===== src/rtl/subword_rf_pkg.sv =====
package subword_rf_pkg;

   typedef enum logic [1:0] {
      OPSZ_BYTE  = 2'b00,
      OPSZ_HALF  = 2'b01,
      OPSZ_WORD  = 2'b10,
      OPSZ_DWORD = 2'b11
   } opsz_e;

   localparam int BYTE_BITS = 8;
   localparam int HALF_BITS = 16;

endpackage


===== src/rtl/subword_rf_wmerge.sv =====
module subword_rf_wmerge
   import subword_rf_pkg::*;
#(
   parameter int XLEN = 64
) (
   input  logic [XLEN-1:0] old_val,
   input  logic [XLEN-1:0] wdata,
   input  logic [1:0]      size,
   input  logic            hi_sel,
   output logic [XLEN-1:0] merged
);
   localparam int HALF = XLEN / 2;

   opsz_e sz;
   assign sz = opsz_e'(size);

   always_comb begin
      merged = old_val;
      unique case (sz)
         OPSZ_BYTE: begin
            if (hi_sel) merged[2*BYTE_BITS-1:BYTE_BITS] = wdata[BYTE_BITS-1:0];
            else        merged[BYTE_BITS-1:0]           = wdata[BYTE_BITS-1:0];
         end
         OPSZ_HALF:  merged[HALF_BITS-1:0] = wdata[HALF_BITS-1:0];
         OPSZ_WORD:  merged = {{(XLEN-HALF){1'b0}}, wdata[HALF-1:0]};
         OPSZ_DWORD: merged = wdata;
         default:    merged = old_val;
      endcase
   end

endmodule


===== src/rtl/subword_rf_rdfield.sv =====
module subword_rf_rdfield
   import subword_rf_pkg::*;
#(
   parameter int XLEN = 64
) (
   input  logic [XLEN-1:0] src,
   input  logic [1:0]      size,
   input  logic            hi_sel,
   input  logic            illegal,
   output logic [XLEN-1:0] field
);
   localparam int HALF = XLEN / 2;

   opsz_e sz;
   assign sz = opsz_e'(size);

   always_comb begin
      field = '0;
      if (!illegal) begin
         unique case (sz)
            OPSZ_BYTE: begin
               if (hi_sel) field[BYTE_BITS-1:0] = src[2*BYTE_BITS-1:BYTE_BITS];
               else        field[BYTE_BITS-1:0] = src[BYTE_BITS-1:0];
            end
            OPSZ_HALF:  field[HALF_BITS-1:0] = src[HALF_BITS-1:0];
            OPSZ_WORD:  field[HALF-1:0]      = src[HALF-1:0];
            OPSZ_DWORD: field                = src;
            default:    field                = '0;
         endcase
      end
   end

endmodule


===== src/rtl/subword_rf_bank.sv =====
module subword_rf_bank #(
   parameter int XLEN     = 64,
   parameter int NUM_REGS = 16,
   parameter int NPORT    = 3,
   localparam int IW      = $clog2(NUM_REGS)
) (
   input  logic                        clk,
   input  logic                        rst,
   input  logic                        we,
   input  logic [IW-1:0]               widx,
   input  logic [XLEN-1:0]             wval,
   input  logic [NPORT-1:0][IW-1:0]    ridx,
   output logic [NPORT-1:0][XLEN-1:0]  rval
);
   logic [XLEN-1:0] regs [NUM_REGS];

   always_ff @(posedge clk) begin
      if (rst) begin
         for (int i = 0; i < NUM_REGS; i++) regs[i] <= '0;
      end else if (we) begin
         regs[widx] <= wval;
      end
   end

   for (genvar p = 0; p < NPORT; p++) begin : g_port
      assign rval[p] = regs[ridx[p]];
   end

endmodule


===== src/rtl/subword_regfile.sv =====
module subword_regfile #(
   parameter int XLEN           = 64,
   parameter int NUM_REGS       = 16,
   parameter int HIGH_BYTE_REGS = 4,
   parameter bit BYPASS_EN      = 1'b1,
   localparam int IW            = $clog2(NUM_REGS)
) (
   input  logic            clk,
   input  logic            rst,
   input  logic            wr_en,
   input  logic [IW-1:0]   wr_idx,
   input  logic [1:0]      wr_size,
   input  logic            wr_hi,
   input  logic [XLEN-1:0] wr_data,
   output logic            wr_err,
   input  logic [IW-1:0]   rd0_idx,
   input  logic [1:0]      rd0_size,
   input  logic            rd0_hi,
   output logic [XLEN-1:0] rd0_data,
   output logic            rd0_err,
   input  logic [IW-1:0]   rd1_idx,
   input  logic [1:0]      rd1_size,
   input  logic            rd1_hi,
   output logic [XLEN-1:0] rd1_data,
   output logic            rd1_err
);
   localparam int NUM_RD = 2;
   localparam int NPORT  = NUM_RD + 1;
   localparam int OLD_P  = NUM_RD;

   if (XLEN < 32 || (XLEN % 2) != 0) begin : g_bad_xlen
      $error("subword_regfile: XLEN must be even and at least 32");
   end
   if (NUM_REGS < 2 || NUM_REGS != (1 << IW)) begin : g_bad_regs
      $error("subword_regfile: NUM_REGS must be a power of two");
   end
   if (HIGH_BYTE_REGS > NUM_REGS) begin : g_bad_hb
      $error("subword_regfile: HIGH_BYTE_REGS exceeds NUM_REGS");
   end

   function automatic logic hb_illegal(input logic [IW-1:0] idx,
                                       input logic [1:0] sz, input logic hi);
      return (sz == 2'b00) && hi && (int'(idx) >= HIGH_BYTE_REGS);
   endfunction

   logic [NPORT-1:0][IW-1:0]   bank_idx;
   logic [NPORT-1:0][XLEN-1:0] bank_val;
   logic [NUM_RD-1:0][1:0]     rd_size_a;
   logic [NUM_RD-1:0]          rd_hi_a;
   logic [NUM_RD-1:0]          rd_err_a;
   logic [NUM_RD-1:0][XLEN-1:0] rd_data_a;
   logic [XLEN-1:0]            merged;
   logic                       wr_commit;

   assign bank_idx[0]     = rd0_idx;
   assign bank_idx[1]     = rd1_idx;
   assign bank_idx[OLD_P] = wr_idx;
   assign rd_size_a[0]    = rd0_size;
   assign rd_size_a[1]    = rd1_size;
   assign rd_hi_a[0]      = rd0_hi;
   assign rd_hi_a[1]      = rd1_hi;

   assign wr_err    = wr_en && hb_illegal(wr_idx, wr_size, wr_hi);
   assign wr_commit = wr_en && !wr_err;

   subword_rf_bank #(
      .XLEN     (XLEN),
      .NUM_REGS (NUM_REGS),
      .NPORT    (NPORT)
   ) u_bank (
      .clk  (clk),
      .rst  (rst),
      .we   (wr_commit),
      .widx (wr_idx),
      .wval (merged),
      .ridx (bank_idx),
      .rval (bank_val)
   );

   subword_rf_wmerge #(.XLEN(XLEN)) u_wmerge (
      .old_val (bank_val[OLD_P]),
      .wdata   (wr_data),
      .size    (wr_size),
      .hi_sel  (wr_hi),
      .merged  (merged)
   );

   for (genvar p = 0; p < NUM_RD; p++) begin : g_rd
      logic [XLEN-1:0] src;
      if (BYPASS_EN) begin : g_fwd
         assign src = (wr_commit && (wr_idx == bank_idx[p])) ? merged : bank_val[p];
      end else begin : g_nofwd
         assign src = bank_val[p];
      end
      assign rd_err_a[p] = hb_illegal(bank_idx[p], rd_size_a[p], rd_hi_a[p]);
      subword_rf_rdfield #(.XLEN(XLEN)) u_field (
         .src     (src),
         .size    (rd_size_a[p]),
         .hi_sel  (rd_hi_a[p]),
         .illegal (rd_err_a[p]),
         .field   (rd_data_a[p])
      );
   end

   assign rd0_data = rd_data_a[0];
   assign rd1_data = rd_data_a[1];
   assign rd0_err  = rd_err_a[0];
   assign rd1_err  = rd_err_a[1];

endmodule


===== config.mk =====
export PLATFORM = sky130hd
export DESIGN_NAME = subword_regfile
export DESIGN_NICKNAME = d
export VERILOG_FILES = /design/src/rtl/subword_rf_pkg.sv /design/src/rtl/subword_rf_wmerge.sv /design/src/rtl/subword_rf_rdfield.sv /design/src/rtl/subword_rf_bank.sv /design/src/rtl/subword_regfile.sv
export SDC_FILE = /design/constraint.sdc
export NUM_CORES = 2
export LEC_CHECK = 0
export BUFFER_PORTS_ARGS = -buffer_cell sky130_fd_sc_hd__buf_2
export CAP_MARGIN = 20
export CORE_MARGIN = 2
export CORE_UTILIZATION = 65
export CTS_CLUSTER_DIAMETER = 50
export CTS_CLUSTER_SIZE = 12
export DETAILED_ROUTE_END_ITERATION = 10
export HOLD_SLACK_MARGIN = 0.05
export PLACE_DENSITY = 0.83
export REMOVE_ABC_BUFFERS = 1
export SLEW_MARGIN = 10
export SYNTH_ARGS = -nofsm -noshare
export SYNTH_HDL_FRONTEND = slang
export SYNTH_SLANG_ARGS = --single-unit

===== constraint.sdc =====
create_clock -name clk -period 8.87 [get_ports clk]
set_input_delay 0.4435 -clock clk [delete_from_list [all_inputs] [get_ports clk]]
set_output_delay 0.4435 -clock clk [all_outputs]
set_load 0.02 [all_outputs]

==> results_dict.tcl <==
set metrics [dict create \
    final_nets 4211 \
    insertion_delay_ps 720 \
    final_period_minus_worst_setup_slack_ps 4940 \
    grt_setup_unrepaired "false" \
    post-synth-top-area-cell "sky130_fd_sc_hd__edfxtp_1" \
    postcts_setup_bufs 0 \
    dp_cells 5267 \
    timing.hold.ws_ps 191 \
    global_route_wire_length_before_repair_mm 308 \
    io_pins 219 \
    r2r_start "u_bank.regs[14][15]" \
    place.port_buffers 218 \
    timing.hold.worst.class "primary input to flop" \
    syn-cell-area_um2 62400 \
    syn-mean-instance-area_um2 15.0 \
    cts_resized 0 \
    post_synth_inst_count 4156 \
    coreArea_um2 95000 \
    drt_drc_violations_left 0 \
    dr_pass1_iterations 11 \
    timing.final.max_slew_violations 0 \
    dieHeight_um 314 \
    grtUsageTotal 0.440 \
    critPathArrivalTime_ps 4500 \
    critical_path_peak_fanout 83 \
    clockRootBuffer "sky130_fd_sc_hd__clkbuf_16" \
    ant_nets 0 \
    route.detailed.vias_per_inst 8.43 \
    r2r_cells 5 \
    asyncSetResetFlopFracSynth 0 \
    max-cap-violations 0 \
    avg_wl_per_cell_um 39.7 \
    post-route-util 0.708 \
    max_slew_margin 0.178 \
    std_cell_rows 113 \
    vdd.ir_drop.worst_mv 0.169 \
    clock-skew-final_ps 22.9 \
    initial_antenna_violation_count 4 \
    totalWireLength_mm 216 \
    number_of_global_route_vias_before_repair 46000 \
    startpoint "rd1_idx[1]" \
    cts_tree "built" \
    fraction_of_layout_cells_with_a_size_suffix_above_1 0.357 \
    largest-register "u_bank.regs" \
    worst-slew-pin-transition_ps 1230 \
    fin_setup_tns_ps 0 \
    synth-seq-cells 1024 \
    post_synth_num_cell_types 68 \
    cp_data_required_time_ps 8430 \
    cts_max_level 3 \
    grt_start_max_net_pins 114 \
    synth-main-ff-cell "sky130_fd_sc_hd__edfxtp_1" \
    worstHoldPathCells 3 \
    finalSetupViolCount 0 \
    cts_made_buffers 113 \
    min-delay-start "wr_data[46]" \
    synth_top_cells_by_count "sky130_fd_sc_hd__nor2_1 (1061), sky130_fd_sc_hd__edfxtp_1 (1024), sky130_fd_sc_hd__mux4_2 (855)" \
    layout_top_registers "u_bank.regs x1024" \
    p_per_area_nw_per_um2 181 \
    clock_sink_count 1024 \
    p_leak_uw 0.0238 \
    synth_sequential_area_ratio 0.493 \
    max_clock_freq_mhz 202 \
    hold_viol 0 \
    ys_top_cells_by_area "sky130_fd_sc_hd__edfxtp_1 (49%), sky130_fd_sc_hd__mux4_2 (31%), sky130_fd_sc_hd__nor2_1 (6.4%)" \
    globalRoute.totalOverflow 0 \
    post-synth-top-count-cell "sky130_fd_sc_hd__nor2_1" \
    dr_total_vias 46000 \
    die-area_um2 98400 \
    cts-root-to-sink-buffers 3 \
    finalWeightedCongestion 0.934 \
    timing_worst_setup_path_type "primary input to output port" \
    run_status "finished clean" \
    endpoint_kind "output port" \
    synth_largest_type_area_fraction 0.493 \
    start_util 0.656 \
    hpwl_mm 116 \
    r2r_slack_ps 6250 \
    drt_first_iter_violations 9607 \
    stdcell_count 5457 \
    timing.final.crit_share 0.557 \
    areaGrowthSynthToFinish_pct 7.82 \
    cts.clk_slew.worst_paths_ps 60 \
    die-width_um 314 \
    cts_hold_buf 0 \
    largest_register_ff_count 1024 \
    number_of_enable_flip_flop_cells_after_synthesis 1024 \
    setup.worst_path.start_class "primary input" \
    synth_warnings 0 \
]
power breakdown:
part | switching, uW | total (uW) | internal, uW | leakage (uW)
Clock | 2040 | 4500 | 2460 | 0.00162
Combinational | 1180 | 1980 | 801 | 0.0116
Sequential | 159 | 5680 | 5520 | 0.0106
layout make-up:
cell class,count,area (um2)
clock inverters,54,473
fillers,5837,27800
flip-flops and latches,1024,30700
multi-input cells,2603,29300
well taps,1265,1580
diodes,1,2.50
repair buffers,310,1940
inverters,71,267
clock buffers,129,2910
worst paths after layout:
check,end
max,rd1_data[48]
min,u_bank.regs[4][46]
max reg2reg,u_bank.regs[9][15]
min reg2reg,u_bank.regs[10][10]
placed cells by master (no fill, tap or decap), types with 5 or more instances in the layout:
master and instances:
sky130_fd_sc_hd__o22ai_1 98, sky130_fd_sc_hd__nor2_1 1059, sky130_fd_sc_hd__nor2b_1 11, sky130_fd_sc_hd__a22oi_1 16
sky130_fd_sc_hd__a31oi_1 19, sky130_fd_sc_hd__clkbuf_16 114, sky130_fd_sc_hd__xnor2_1 6, sky130_fd_sc_hd__a221oi_1 18
sky130_fd_sc_hd__a21oi_1 25, sky130_fd_sc_hd__a2bb2o_4 9, sky130_fd_sc_hd__mux2_2 53, sky130_fd_sc_hd__o211ai_1 18
sky130_fd_sc_hd__nor3_1 6, sky130_fd_sc_hd__a2bb2o_1 21, sky130_fd_sc_hd__mux2i_1 119, sky130_fd_sc_hd__clkinv_2 7
sky130_fd_sc_hd__nand3_1 6, sky130_fd_sc_hd__a211oi_1 6, sky130_fd_sc_hd__inv_1 70, sky130_fd_sc_hd__clkinvlp_4 10
sky130_fd_sc_hd__mux4_2 855, sky130_fd_sc_hd__nand2_4 13, sky130_fd_sc_hd__a21oi_4 32, sky130_fd_sc_hd__nor2_2 5
sky130_fd_sc_hd__buf_2 208, sky130_fd_sc_hd__o21ai_0 26, sky130_fd_sc_hd__buf_8 6, sky130_fd_sc_hd__o221ai_2 15
sky130_fd_sc_hd__a32o_1 7, sky130_fd_sc_hd__clkbuf_1 15, sky130_fd_sc_hd__nand2_1 55, sky130_fd_sc_hd__nand2b_4 16
sky130_fd_sc_hd__inv_6 11, sky130_fd_sc_hd__clkinv_1 14, sky130_fd_sc_hd__a22o_1 6, sky130_fd_sc_hd__a2111oi_0 8
sky130_fd_sc_hd__edfxtp_1 1024, sky130_fd_sc_hd__buf_4 87, sky130_fd_sc_hd__nand2b_1 9
per-stage QoR:
step / worst slack, ps / cell area [um2] / power, uW
after floorplan: 3970 / 60000 / 6840
after CTS: 4120 / 67200 / 12000
after global routing: 3940 / 67200 / 12300
after global placement: 3920 / 63800 / 7590
final: 3930 / 67200 / 12200
after detailed placement: 3810 / 63800 / 7640
routing by layer:
layer,track usage,vias up,share of wire
met4,0.296,6,0.082
met2,0.646,5906,0.44
met5,0,-,0.00026
met1,0.552,22200,0.28
li1,-,16500,-
met3,0.164,1332,0.19
cells by family after synthesis:
family	synth area share
flops	0.493
compound gates	0.0488
mux	0.337
buf+inv	0.0419
simple gates	0.0776
xor+xnor	0.00112
critical path, stage by stage:
cell	delay, ps
sky130_fd_sc_hd__buf_8	500
sky130_fd_sc_hd__buf_4	830
sky130_fd_sc_hd__buf_4	1000
sky130_fd_sc_hd__mux4_2	430
sky130_fd_sc_hd__mux4_2	530
sky130_fd_sc_hd__inv_1	70
sky130_fd_sc_hd__o22ai_1	200
sky130_fd_sc_hd__buf_2	290
(Power assumes the default switching activity.)
